==> src/rtl/sqclk_pkg.sv <==
package sqclk_pkg;
  localparam int unsigned SQC_CTL_W   = 16;
  localparam int unsigned SQC_DIV_W   = 8;
  localparam int unsigned SQC_DIV_LSB = 8;
  localparam int unsigned SQC_EN_BIT  = 0;
  localparam int unsigned SQC_STB_BIT = 1;
  localparam int unsigned SQC_SETTLE  = 2;
endpackage

==> src/rtl/sqclk_ctrl.sv <==
module sqclk_ctrl #(
  parameter int unsigned DIV_W  = 8,
  parameter int unsigned SETTLE = 2
) (
  input  logic             clk,
  input  logic             rst_n,
  input  logic             wr_en,
  input  logic             wr_en_bit,
  input  logic [DIV_W-1:0] wr_div,
  input  logic             period_end,
  output logic             en,
  output logic [DIV_W-1:0] div_req,
  output logic [DIV_W-1:0] div_act,
  output logic             stable
);
  localparam int unsigned SW = $clog2(SETTLE + 1);
  localparam logic [SW-1:0] SETTLE_LAST = SW'(SETTLE - 1);

  function automatic logic [DIV_W-1:0] eff_div(input logic [DIV_W-1:0] v);
    return (v == '0) ? DIV_W'(1) : v;
  endfunction

  logic          pend;
  logic [SW-1:0] settle;
  logic          apply_now;
  logic          div_change;

  assign apply_now  = pend && (!en || period_end);
  assign div_change = wr_en && (wr_div != div_req);

  always_ff @(posedge clk or negedge rst_n) begin
    if (!rst_n) begin
      en      <= 1'b0;
      div_req <= DIV_W'(1);
      div_act <= DIV_W'(1);
      pend    <= 1'b0;
      stable  <= 1'b1;
      settle  <= '0;
    end else begin
      if (apply_now) begin
        div_act <= eff_div(div_req);
        pend    <= 1'b0;
        settle  <= '0;
      end
      if (!en) begin
        stable <= 1'b1;
      end else if (period_end && !pend && !stable) begin
        if (settle == SETTLE_LAST) stable <= 1'b1;
        else                       settle <= settle + 1'b1;
      end
      if (wr_en) begin
        en <= wr_en_bit;
      end
      if (div_change) begin
        div_req <= wr_div;
        pend    <= 1'b1;
        stable  <= 1'b0;
        settle  <= '0;
      end
    end
  end

  AST_CLR_ON_CHANGE: assert property (@(posedge clk) disable iff (!rst_n)
    div_change |=> !stable);
  AST_APPLY_AT_BOUNDARY: assert property (@(posedge clk) disable iff (!rst_n)
    !$stable(div_act) |-> $past(!en || period_end));
  AST_DISABLED_SETTLED: assert property (@(posedge clk) disable iff (!rst_n)
    (!en && !wr_en) |=> stable);
  AST_STABLE_AT_END: assert property (@(posedge clk) disable iff (!rst_n)
    ($rose(stable) && $past(en)) |-> $past(period_end));
  AST_NONZERO_DIV: assert property (@(posedge clk) disable iff (!rst_n)
    div_act != '0);
endmodule

==> src/rtl/sqclk_gen.sv <==
module sqclk_gen #(
  parameter int unsigned DIV_W = 8
) (
  input  logic             clk,
  input  logic             rst_n,
  input  logic             en,
  input  logic [DIV_W-1:0] div_act,
  output logic             sclk,
  output logic             period_end
);
  function automatic logic last_tick(input logic [DIV_W-1:0] c,
                                     input logic [DIV_W-1:0] d);
    return c == (d - 1'b1);
  endfunction

  logic [DIV_W-1:0] cnt;
  logic             phase;
  logic             half_end;

  assign half_end   = en && last_tick(cnt, div_act);
  assign period_end = half_end && phase;
  assign sclk       = phase;

  always_ff @(posedge clk or negedge rst_n) begin
    if (!rst_n) begin
      cnt   <= '0;
      phase <= 1'b0;
    end else if (!en) begin
      cnt   <= '0;
      phase <= 1'b0;
    end else if (half_end) begin
      cnt   <= '0;
      phase <= ~phase;
    end else begin
      cnt   <= cnt + 1'b1;
    end
  end

  AST_HALF_BOUND: assert property (@(posedge clk) disable iff (!rst_n)
    cnt < div_act);
  AST_IDLE_LOW: assert property (@(posedge clk) disable iff (!rst_n)
    !en |=> !sclk);
endmodule

==> src/rtl/sqclk_divider.sv <==
module sqclk_divider
  import sqclk_pkg::*;
#(
  parameter int unsigned CTL_W   = SQC_CTL_W,
  parameter int unsigned DIV_W   = SQC_DIV_W,
  parameter int unsigned DIV_LSB = SQC_DIV_LSB,
  parameter int unsigned EN_BIT  = SQC_EN_BIT,
  parameter int unsigned STB_BIT = SQC_STB_BIT,
  parameter int unsigned SETTLE  = SQC_SETTLE
) (
  input  logic             clk,
  input  logic             rst_n,
  input  logic             wr_en,
  input  logic [CTL_W-1:0] wr_data,
  output logic [CTL_W-1:0] rd_data,
  output logic             sclk
);
  localparam logic [CTL_W-1:0] USED_MASK =
    (CTL_W'((1 << DIV_W) - 1) << DIV_LSB) | (CTL_W'(1) << EN_BIT);

  logic             en;
  logic             stable;
  logic             period_end;
  logic [DIV_W-1:0] div_req;
  logic [DIV_W-1:0] div_act;
  logic             unused_bits;

  assign unused_bits = ^(wr_data & ~USED_MASK);

  sqclk_ctrl #(.DIV_W(DIV_W), .SETTLE(SETTLE)) u_ctrl (
    .clk        (clk),
    .rst_n      (rst_n),
    .wr_en      (wr_en),
    .wr_en_bit  (wr_data[EN_BIT]),
    .wr_div     (wr_data[DIV_LSB +: DIV_W]),
    .period_end (period_end),
    .en         (en),
    .div_req    (div_req),
    .div_act    (div_act),
    .stable     (stable)
  );

  sqclk_gen #(.DIV_W(DIV_W)) u_gen (
    .clk        (clk),
    .rst_n      (rst_n),
    .en         (en),
    .div_act    (div_act),
    .sclk       (sclk),
    .period_end (period_end)
  );

  always_comb begin
    rd_data                    = '0;
    rd_data[EN_BIT]            = en;
    rd_data[STB_BIT]           = stable;
    rd_data[DIV_LSB +: DIV_W]  = div_req;
  end
endmodule

==> config.mk <==
export PLATFORM = sky130hd
export DESIGN_NAME = sqclk_divider
export DESIGN_NICKNAME = d
export VERILOG_FILES = /design/src/rtl/sqclk_pkg.sv /design/src/rtl/sqclk_ctrl.sv /design/src/rtl/sqclk_gen.sv /design/src/rtl/sqclk_divider.sv
export SDC_FILE = /design/constraint.sdc
export NUM_CORES = 1
export LEC_CHECK = 0
export ABC_AREA = 1
export ABC_CLOCK_PERIOD_IN_PS = 3300
export BUFFER_PORTS_ARGS = -buffer_cell sky130_fd_sc_hd__buf_4
export CORE_UTILIZATION = 58
export DETAILED_ROUTE_END_ITERATION = 6
export GPL_TIMING_DRIVEN = 0
export PLACE_DENSITY_LB_ADDON = 0.05
export SLEW_MARGIN = 20
export SYNTH_ARGS = -nofsm -noshare
export SYNTH_HDL_FRONTEND = slang
export SYNTH_SLANG_ARGS = --single-unit
==> constraint.sdc <==
create_clock -name clk -period 3.3 [get_ports clk]
set_input_delay 0.495 -clock clk [delete_from_list [all_inputs] [get_ports clk]]
set_output_delay 0.495 -clock clk [all_outputs]
set_load 0.01 [all_outputs]
==> run metrics <==
cts bufs inserted 5; CP Data Required Time 3.53 ns; crit end category flop; Avg Cell Area, Syn 7.721 sq um; synthesized instance count 228; fraction of layout cells with a size suffix above 1 23.19%; Area contributors post-synth dfrtp_1, nand2_1, inv_1; first-pass GRT wire length 5.506 mm; Die Wd 57.09 um; diode count 0; critical path launch point type flop; CP delay by family, top simple AND/OR/NAND/NOR gates; CTS HTree Levels 2; Remaining DRCs 2; I/O Pins 36; vias in the first global route 1249; Min Hold Slack 0.07021 ns; Via density 4.935; Area Growth Syn to Fin 16.06%; failing checks DRC; top-count cell post-synth nand2_1; initial antenna violation count 0; Slowest Stage Delay on Critical Path 0.56 ns; Worst Path Max Fanout 10; row cnt 19; Final Cycle Share 69.22%; Fillers 248; post-route ant nets 0; metal2 WL 1.436 mm; # Post-CTS Setup Buffers 0; total iterations of the first detailed-routing run 6; Slew Limit Fails 0; share of Yosys cell area claimed by the top area cell type 38.38%; die height 57.09 um; crit path DAT 2.51 ns; crit path time final 2.284 ns; post-cts sizing count 0; die area 0.003259 sq mm; HP Class in -> async; Final #Nets 283; area of the mapped netlist 0.001760 sq mm; cts hold-fix bufs 0; leakage dissipation 1.025 nW; grt ovf 0; clock sinks 30; routed via count 1451; Setup Skew 0.007450 ns; VDD IR max 0.3075 mV; overall routed net length 3.152 mm; CTS clk-pin slew, worst paths 0.09 ns; Synth cell types 29; Crit path buffers/inverters 3; fmax 0.4378 GHz; dominant cell type by area after synthesis dfrtp_1; register area share after synthesis 42.86%; gr usage total 22.28%; CP max stage cell dfstp_2; critical-path cell list inv_2 -> ha_1 -> inv_1 -> nand2_1 -> nand3b_1 -> nand2_1 -> nor2_1 -> nand3_1 -> nor2_2 -> nand2_2 -> o21bai_4 -> nand2_4 -> buf_6 -> nand2_1 -> o21ai_2; Storage cell area 754.5 sq um; YS warnings 0; max cap viols 0; pin count of the biggest net entering global routing 31; P per Cell Area 464.8 mW/mm^2; endpoints failing setup 0; wire length on met1 1.529 mm; RePlAce Congestion 0.7835; root buf cell clkbuf_4; clk_lat worst skew 0.33 ns; Worst path most repeated cell nand2_1; Initial Util 62.76%; core area 0.002805 sq mm; Crit Path Class reg -> reg; EDFF count, synth 0; Yosys reg bits 30; Setup TNS 0 ns; Post-synth ARST share 100.0%; CTS tree done; Primary FF master, synth dfrtp_1; Multi-input gate area 825.8 sq um; clock tree buffer depth 2; met3 WL 148 um; wire length per cell 10.72 um; drt initial violations 48; run status complete, but fails checks; Synth top cells by count nand2_1, inv_1, dfrtp_1, nand3_1; RSZ-0062 raised after global routing false; final hold violations 0; dpl hpwl 2.438 mm; highest routed metal layer met4; I/O Buffers 22
[where the power goes]
part / switching [mW] / internal [mW]
clock: 0.124 / 0.103
combinational: 0.156 / 0.115
sequential: 0.0437 / 0.408
total: 0.324 / 0.626
[worst register-to-register path, cell delays in order (launching register included)]
cell	delay (ns)
dfstp_2	0.56
inv_2	0.06
ha_1	0.26
inv_1	0.07
nand2_1	0.06
nand3b_1	0.08
nand2_1	0.05
nor2_1	0.10
nand3_1	0.11
nor2_2	0.15
nand2_2	0.09
o21bai_4	0.17
nand2_4	0.11
buf_6	0.17
nand2_1	0.07
o21ai_2	0.05
[cell usage in the layout (no fill, tap or decap), drive strengths merged, types with 2 or more instances in the layout]
cell     n
nand2   64
inv     32
buf     31
dfrtp   27
o21ai   21
nor2    20
nand3   15
clkbuf   8
xor2     7
conb     6
a21oi    6
nand4    5
nor3     4
dfstp    3
nand3b   2
nor4     2
xnor2    2
nor3b    2
ha       2
clkinv   2
[metal layers]
layer	GRT usage, %	vias up
met5	0	-
met4	7.317	0
met3	7.483	7
met2	36.13	32
met1	28.19	633
li1	-	779
[cells by family (layout without fill, tap and decap cells)]
family / Yosys count / after routing / share of synthesized area, %
compound gates: 28 / 28 / 10.45
buf+inv: 43 / 73 / 11.30
fa+ha+maj: 2 / 2 / 1.421
simple gates: 115 / 115 / 29.28
xor+xnor: 9 / 9 / 4.478
flops: 30 / 30 / 42.86
other cells: 1 / 6 / 0.2130
[per-stage QoR]
step | utilization [%] | instances | setup WS (ns) | power, mW | cell area, sq um
floorplan | - | 233 | 1.247 | 0.6526 | 1779
global placement | 70.70 | 286 | 1.066 | 0.7224 | 1983
detailed placement | 70.70 | 286 | 1.025 | 0.7295 | 1983
CTS | 72.84 | 294 | 1.012 | 0.9621 | 2043
global route | 72.84 | 294 | 0.8016 | 1.032 | 2043
finish | 72.84 | 294 | 1.016 | 0.9497 | 2043
[final cells by class]
| cell class | instances | area share [%] |
|---|---|---|
| clock inverter | 1 | 0.2449 |
| clock buffer | 7 | 2.694 |
| timing repair buffer | 22 | 8.083 |
| multi-input combinational | 160 | 40.42 |
| buffer | 10 | 3.674 |
| sequential | 30 | 36.93 |
| inverter | 33 | 6.062 |
| tap | 31 | 1.898 |
[worst paths after layout]
| path | from | endpoint | slack, ns | cells past startpoint |
|---|---|---|---|---|
| min in group clk | wr_data[0] | u_ctrl.en | 0.37 | 3 |
| setup / recovery | u_ctrl.div_act[0] | u_ctrl.div_act[5] | 1.02 | 15 |
| hold reg to reg | u_gen.cnt[0] | u_gen.cnt[0] | 0.52 | 1 |
| hold / removal | rst_n | u_gen.cnt[4] | 0.07 | 1 |
| max in group asynchronous | rst_n | u_ctrl.div_act[0] | 2.91 | 1 |
| setup reg to reg | u_ctrl.div_act[0] | u_ctrl.div_act[5] | 1.02 | 15 |
[registers in the layout, summed over array words and instances (netlist names)]
name and cells:
u_ctrl.div_act 8, u_ctrl.div_req 8, u_ctrl.en 1, u_ctrl.pend 1
u_ctrl.settle 2, u_ctrl.stable 1, u_gen.cnt 8, u_gen.sclk 1
No activity file was read; power rests on OpenSTA's default activity.
